[src/rtl/disp_regfile_pkg.sv]
// Package: shared types and constants for the display control register file.
// Assumes: halfword registers, 32-bit bus data.
package disp_regfile_pkg;
    typedef logic [15:0] hword_t;
    typedef logic [31:0] word_t;

    // Identity constant returned by the virtual identity index
    localparam hword_t ID_CONST   = 16'hB0C5;
    // Magic values of the byte-order register
    localparam word_t  MAGIC_BIG  = 32'hE7D1_A4B0;
    localparam word_t  MAGIC_LIT  = 32'h0B4A_1DE7;
    // Extension window offsets
    localparam int     EXT_OFF_SIZE  = 0;
    localparam int     EXT_OFF_ORDER = 4;
endpackage

[src/rtl/disp_reg_bank.sv]
// Module: disp_reg_bank
// Holds NREG halfword registers, written by index. Writes whose index is
// NREG or above match no register and are dropped.
// Assumes: wr_en is already qualified to the register window.
module disp_reg_bank
    import disp_regfile_pkg::*;
#(
    parameter int NREG  = 12,
    parameter int IDX_W = 10
) (
    input  logic                 clk,
    input  logic                 rst_n,
    input  logic                 wr_en,
    input  logic [IDX_W-1:0]     wr_idx,
    input  hword_t               wr_data,
    output logic [NREG*16-1:0]   regs_flat
);
    genvar gi;
    generate
        for (gi = 0; gi < NREG; gi++) begin : g_reg
            hword_t q;
            // Store the write data when this register's index is addressed
            always_ff @(posedge clk) begin
                if (!rst_n)
                    q <= '0;
                else if (wr_en && (wr_idx == IDX_W'(gi)))
                    q <= wr_data;
            end
            assign regs_flat[16*gi +: 16] = q;
        end
    endgenerate


    oob_write_chk: assert property (@(posedge clk) disable iff (!rst_n)
        (wr_en && (32'(wr_idx) >= NREG)) |=> $stable(regs_flat));
endmodule

[src/rtl/disp_ext_window.sv]
// Module: disp_ext_window
// 32-bit extension window. It holds the byte-order flag and gives the
// combinational read value for each window offset.
// Assumes: wr_en is already qualified to full-width accesses of the window.
module disp_ext_window
    import disp_regfile_pkg::*;
#(
    parameter int OFF_W     = 11,
    parameter int EXT_BYTES = 8
) (
    input  logic              clk,
    input  logic              rst_n,
    input  logic              wr_en,
    input  logic [OFF_W-1:0]  off,
    input  word_t             wdata,
    output logic              big_endian,
    output word_t             rd_val
);
    logic order_hit;
    assign order_hit = (off == OFF_W'(EXT_OFF_ORDER));

    // Change the byte-order flag only on an exact magic value
    always_ff @(posedge clk) begin
        if (!rst_n)
            big_endian <= 1'b0;
        else if (wr_en && order_hit) begin
            if (wdata == MAGIC_BIG)
                big_endian <= 1'b1;
            else if (wdata == MAGIC_LIT)
                big_endian <= 1'b0;
        end
    end

    // Select the read value for the addressed offset
    always_comb begin
        if (off == OFF_W'(EXT_OFF_SIZE))
            rd_val = word_t'(EXT_BYTES);
        else if (order_hit)
            rd_val = big_endian ? MAGIC_BIG : MAGIC_LIT;
        else
            rd_val = '0;
    end


    order_hold_chk: assert property (@(posedge clk) disable iff (!rst_n)
        (!wr_en || (wdata != MAGIC_BIG && wdata != MAGIC_LIT) || !order_hit)
        |=> $stable(big_endian));

    order_set_chk: assert property (@(posedge clk) disable iff (!rst_n)
        (wr_en && order_hit && wdata == MAGIC_BIG) |=> big_endian);
endmodule

[src/rtl/disp_rd_path.sv]
// Module: disp_rd_path
// Registered read path. It picks the virtual constants, stored registers,
// all ones out of range, or the extension window value, one cycle after
// the read strobe.
// Assumes: the inputs show the state before any write in the same cycle.
module disp_rd_path
    import disp_regfile_pkg::*;
#(
    parameter int NREG       = 12,
    parameter int IDX_W      = 10,
    parameter int ID_IDX     = 0,
    parameter int VMEM_IDX   = 10,
    parameter int VMEM_UNITS = 256
) (
    input  logic                clk,
    input  logic                rst_n,
    input  logic                rd,
    input  logic                ext_sel,
    input  logic                ext_ok,
    input  logic [IDX_W-1:0]    idx,
    input  logic [NREG*16-1:0]  regs_flat,
    input  word_t               ext_val,
    output word_t               rd_data,
    output logic                rd_valid
);
    word_t  reg_val;
    hword_t stored;

    // Pick the stored register addressed by the index
    always_comb begin
        stored = '0;
        for (int i = 0; i < NREG; i++)
            if (idx == IDX_W'(i)) stored = regs_flat[16*i +: 16];
    end

    // Resolve virtual indices and the out-of-range case
    always_comb begin
        if (idx == IDX_W'(ID_IDX))
            reg_val = {16'h0, ID_CONST};
        else if (idx == IDX_W'(VMEM_IDX))
            reg_val = word_t'(VMEM_UNITS);
        else if (32'(idx) < NREG)
            reg_val = {16'h0, stored};
        else
            reg_val = '1;
    end

    // Register the read data and its valid flag
    always_ff @(posedge clk) begin
        if (!rst_n) begin
            rd_data  <= '0;
            rd_valid <= 1'b0;
        end else begin
            rd_valid <= rd;
            if (rd)
                rd_data <= ext_sel ? (ext_ok ? ext_val : '0) : reg_val;
        end
    end


    rd_valid_chk: assert property (@(posedge clk) disable iff (!rst_n)
        rd |=> rd_valid);

    rd_idle_chk: assert property (@(posedge clk) disable iff (!rst_n)
        !rd |=> (!rd_valid && $stable(rd_data)));

    oob_read_chk: assert property (@(posedge clk) disable iff (!rst_n)
        (rd && !ext_sel && 32'(idx) >= NREG && 32'(idx) != ID_IDX
         && 32'(idx) != VMEM_IDX) |=> (rd_data == 32'hFFFF_FFFF));
endmodule

[src/rtl/disp_regfile.sv]
// Module: disp_regfile (top)
// Decodes the bus into the halfword register window (top address bit 0)
// and the 32-bit extension window (top address bit 1), then wires the
// register bank, extension window and read path together.
// Assumes: one access per cycle; reads see the state from before a write
// in the same cycle.
module disp_regfile
    import disp_regfile_pkg::*;
#(
    parameter int ADDR_W     = 12,
    parameter int NREG       = 12,
    parameter int ID_IDX     = 0,
    parameter int VMEM_IDX   = 10,
    parameter int VMEM_BYTES = 16 * 1024 * 1024,
    parameter int EXT_BYTES  = 8
) (
    input  logic                 clk,
    input  logic                 rst_n,
    input  logic [ADDR_W-1:0]    bus_addr,
    input  logic [31:0]          bus_wdata,
    input  logic                 bus_wr,
    input  logic                 bus_rd,
    input  logic                 bus_word,
    output logic [31:0]          rd_data,
    output logic                 rd_valid,
    output logic [NREG*16-1:0]   reg_flat,
    output logic                 big_endian
);
    localparam int IDX_W      = ADDR_W - 2;
    localparam int OFF_W      = ADDR_W - 1;
    localparam int VMEM_UNITS = VMEM_BYTES / 65536;

    logic             ext_sel, ext_ok;
    logic [IDX_W-1:0] reg_idx;
    logic [OFF_W-1:0] ext_off;
    word_t            ext_val;

    assign ext_sel = bus_addr[ADDR_W-1];
    assign ext_ok  = ext_sel && bus_word;
    assign reg_idx = bus_addr[ADDR_W-2:1];
    assign ext_off = bus_addr[OFF_W-1:0];

    disp_reg_bank #(.NREG(NREG), .IDX_W(IDX_W)) u_bank (
        .clk       (clk),
        .rst_n     (rst_n),
        .wr_en     (bus_wr && !ext_sel),
        .wr_idx    (reg_idx),
        .wr_data   (bus_wdata[15:0]),
        .regs_flat (reg_flat)
    );

    disp_ext_window #(.OFF_W(OFF_W), .EXT_BYTES(EXT_BYTES)) u_ext (
        .clk        (clk),
        .rst_n      (rst_n),
        .wr_en      (bus_wr && ext_ok),
        .off        (ext_off),
        .wdata      (bus_wdata),
        .big_endian (big_endian),
        .rd_val     (ext_val)
    );

    disp_rd_path #(
        .NREG(NREG), .IDX_W(IDX_W), .ID_IDX(ID_IDX),
        .VMEM_IDX(VMEM_IDX), .VMEM_UNITS(VMEM_UNITS)
    ) u_rd (
        .clk       (clk),
        .rst_n     (rst_n),
        .rd        (bus_rd),
        .ext_sel   (ext_sel),
        .ext_ok    (ext_ok),
        .idx       (reg_idx),
        .regs_flat (reg_flat),
        .ext_val   (ext_val),
        .rd_data   (rd_data),
        .rd_valid  (rd_valid)
    );


    narrow_ext_chk: assert property (@(posedge clk) disable iff (!rst_n)
        (bus_wr && ext_sel && !bus_word) |=> ($stable(big_endian) && $stable(reg_flat)));
endmodule

[config.mk]
export PLATFORM = sky130hd
export DESIGN_NAME = disp_regfile
export DESIGN_NICKNAME = d
export VERILOG_FILES = /design/src/rtl/disp_regfile_pkg.sv /design/src/rtl/disp_reg_bank.sv /design/src/rtl/disp_ext_window.sv /design/src/rtl/disp_rd_path.sv /design/src/rtl/disp_regfile.sv
export SDC_FILE = /design/constraint.sdc
export NUM_CORES = 1
export LEC_CHECK = 0
export ABC_AREA = 1
export BUFFER_PORTS_ARGS = -buffer_cell sky130_fd_sc_hd__buf_2
export CORE_ASPECT_RATIO = 0.5
export CORE_MARGIN = 2
export CORE_UTILIZATION = 50
export DETAILED_ROUTE_END_ITERATION = 7
export PLACE_DENSITY_LB_ADDON = 0.05
export SLEW_MARGIN = 20
export SYNTH_ARGS = -nofsm -noshare
export SYNTH_HDL_FRONTEND = slang
export SYNTH_SLANG_ARGS = --single-unit
[constraint.sdc]
create_clock -name clk -period 3.65 [get_ports clk]
set_input_delay 0.5475 -clock clk [delete_from_list [all_inputs] [get_ports clk]]
set_output_delay 0.5475 -clock clk [all_outputs]
set_load 0.01 [all_outputs]
==> impl_metrics.py <==
metrics = {
    "status": {
        "outcome": "finished, final reports clean",
    },
    "clocking": {
        "htreeDepth": 1,
        "cts_made_buffers": 20,
        "clk_latency_ns": 0.51,
        "cts-resized-gates": 0,
        "total_of_hold_buffers_inserted_after_clock_tree_synthesis": 0,
        "clock-root-buffer": "clkbuf_16",
        "cts.clk_slew.worst_paths_ns": 0.06,
        "cts.sinks": 214,
        "post_cts_setup_buffers": 0,
        "cts_tree": "yes",
        "number_of_buffers_between_clock_root_and_the_deepest_sink": 3,
    },
    "pwr": {
        "irDropWorstVdd_mv": 0.215,
        "power_leakage_uw": 0.00511,
        "power-per-cell-area_nw_per_um2": 403,
    },
    "placement": {
        "placement.io_buffers": 274,
        "routability_congestion_estimate_from_global_placement": 0.966,
        "hpwlAfterDp_mm": 28.0,
    },
    "finish": {
        "fillers": 1858,
        "final_util": 0.609,
        "proportion_of_layout_cells_with_a_drive_suffix_above_1": 0.247,
        "areaGrowthSynthToFinish_pct": 19.6,
        "final_net_count": 1608,
        "total_area_of_multi_input_combinational_cells_sq_um": 4240,
        "total_area_of_sequential_cells_sq_um": 4280,
        "antenna_cells_inserted": 0,
    },
    "setup_path": {
        "timing.critical_path.arrival_ns": 2.90,
        "setup.worst_path.class": "primary input to flop",
        "critical_path.n_buffers_inverters": 1,
        "crit_path_max_fo": 32,
        "cp_slowest_cell": "nand2_1",
        "worstSetupEndpointType": "flop",
        "critical_path_required_ns": 4.02,
        "critical_path.top_delay_family": "simple AND/OR/NAND/NOR gates",
        "crit_path_cell_trace": "buf_2 > nor2_2 > nand3_2 > nor3_2 > nand2_1 > o21ai_0 > a21oi_1",
        "timing.critical_path.slowest_cell_delay_ns": 0.56,
        "cp-start-kind": "primary input",
    },
    "synth": {
        "synth_top_area_frac": 0.434,
        "synth_area_leaders": "dfxtp_1 (43%), inv_1 (7.9%), o21ai_0 (6.6%)",
        "count_of_different_cell_masters_after_synthesis": 39,
        "synth_compound_area_frac": 0.208,
        "synth-edff-count": 0,
        "synthesis.instances": 1355,
        "syn_area_per_cell_sq_um": 7.29,
        "synth_seq_area_share": 0.434,
        "postSynth.topFlopCell": "dfxtp_1",
        "ys_warn_count": 0,
        "synth.area.mux_share": 0,
        "postSynthNetCount": 1404,
        "postSynth.asyncResetShare": 0,
        "synthSimpleGateAreaFrac": 0.221,
        "post_synth_instance_area_sq_um": 9880,
        "ys_top_cells_by_count": "dfxtp_1 (214), inv_1 (207), nor2_1 (167)",
        "synth.largest_area_cell": "dfxtp_1",
        "synth_top_family_by_area": "simple AND/OR/NAND/NOR gates",
        "yosys.cell_count.top_type": "dfxtp_1",
        "synth.ff_latch_count": 214,
        "synth_xor_xnor_area_share": 0,
        "synthAdderAreaFrac": 0,
    },
    "floorplan": {
        "die_area_sq_um": 21000,
        "io_pins": 275,
        "core_area_sq_um": 19400,
        "dieWidth_um": 203,
        "die_height_um": 103,
        "row_count": 36,
        "start_util": 0.509,
    },
    "timing": {
        "fin_setup_tns_ns": 0,
        "slew_violations": 0,
        "final.period_utilization": 0.695,
        "timing.final.crit_period_ns": 2.54,
        "timing.final.hold_violations": 0,
        "fin_clk_skew_ns": 0.0212,
        "rsz_0062_raised_after_global_routing": "no",
        "setup_violations": 0,
        "worst_slew_margin_rel": 0.353,
        "timing.fmax_mhz": 394,
        "worst_margin_slew_ns": 0.968,
    },
    "global_route": {
        "grt_first_pass_wirelength_mm": 55.8,
        "remaining_global_route_overflow": 0,
        "grt_util_met1": 0.497,
        "track_usage": 0.357,
        "maximum_number_of_pins_on_one_net_before_global_route_repair": 108,
        "busiest_layer": "met2",
        "grt_use_met2": 0.547,
        "grt_pass1_vias": 9191,
        "initial_antenna_violation_count": 0,
        "grt_util_met3": 0.0855,
    },
    "routing": {
        "totalWireLength_mm": 38.3,
        "drt_iter0_markers": 830,
        "detail-route-antenna-nets": 0,
        "wire_per_inst_um": 20.8,
        "remaining_drc_errors": 0,
        "vias_per_cell": 5.62,
        "pre_repair_dr_iteration_count": 6,
        "via_count": 10333,
    },
    "min_path": {
        "worstHoldPathType": "primary input to flop",
    },
    "run": {
        "maxCapViolCount": 0,
    },
}
-- stage by stage --
step,hold slack (ns),instances,instance area (sq um),total power (uW),worst slack [ns]
6_report,0.349,1838,11800,4760,1.11
5_1_grt,0.356,1838,11800,4870,0.784
4_1_cts,0.341,1838,11800,4750,1.23
3_5_place_dp,0.436,1803,11200,2700,0.707
3_3_place_gp,0.430,1803,11200,2700,0.847
2_1_floorplan,0.468,1355,9880,2570,1.79
-- tightest hold or removal path: stages --
cell,delay (ns)
buf_2,0.13
nand3_1,0.08
a21oi_1,0.06
-- metal layers --
metal  wire [um]  share of wire
met5           0              0
met4        1280          0.033
met2       16100           0.42
met1       16600           0.43
met3        4290           0.11
-- state kept, by name, summed over array words and instances, names as in the netlist --
name              flops
u_rd.rd_valid         1
u_rd.rd_data         20
u_ext.big_endian      1
u_bank.g.q          192
-- cell families after synthesis --
logic type      Yosys count
compound gates          349
buf+inv                 330
flops                   214
simple gates            462
-- where the power goes --
group / leakage, uW / internal [uW] / switching (uW)
combinational: 0.00306 / 72.0 / 227
sequential: 0.00173 / 2350 / 11.0
clock: 0.000319 / 1160 / 942
-- area by class of cell --
cell class | instances | area share
Tap cell | 266 | 0.0282
Timing Repair Buffer | 286 | 0.125
Inverter | 226 | 0.0719
Clock inverter | 5 | 0.00244
Multi-Input combinational cell | 811 | 0.359
Sequential cell | 214 | 0.363
Clock buffer | 30 | 0.0516
-- cell usage in the layout (no fill, tap or decap), drive strengths merged, types with 2 or more instances in the layout --
cell type / n
inv: 224
a21oi: 127
dfxtp: 214
nand4: 37
clkbuf: 30
nand3: 50
nor2: 183
clkinv: 7
a31oi: 2
o21ai: 136
nor3b: 2
buf: 286
nand2: 159
nor3: 19
nor4: 11
a211oi: 80
-- worst paths after layout --
kind                                            start                                  end  slack [ns]  depth (start not counted)
hold reg to reg   u_bank.g_reg[10].q[12]$_SDFFE_PN0P_  u_bank.g_reg[10].q[12]$_SDFFE_PN0P_        0.44                          2
setup / recovery                          bus_addr[9]    u_bank.g_reg[0].q[9]$_SDFFE_PN0P_        1.11                          7
setup reg to reg   u_bank.g_reg[3].q[14]$_SDFFE_PN0P_        u_rd.rd_data[14]$_SDFFE_PN0P_        2.05                          8
hold / removal                                 bus_wr        u_ext.big_endian$_SDFFE_PN0P_        0.35                          3
(Power assumes the default switching activity.)
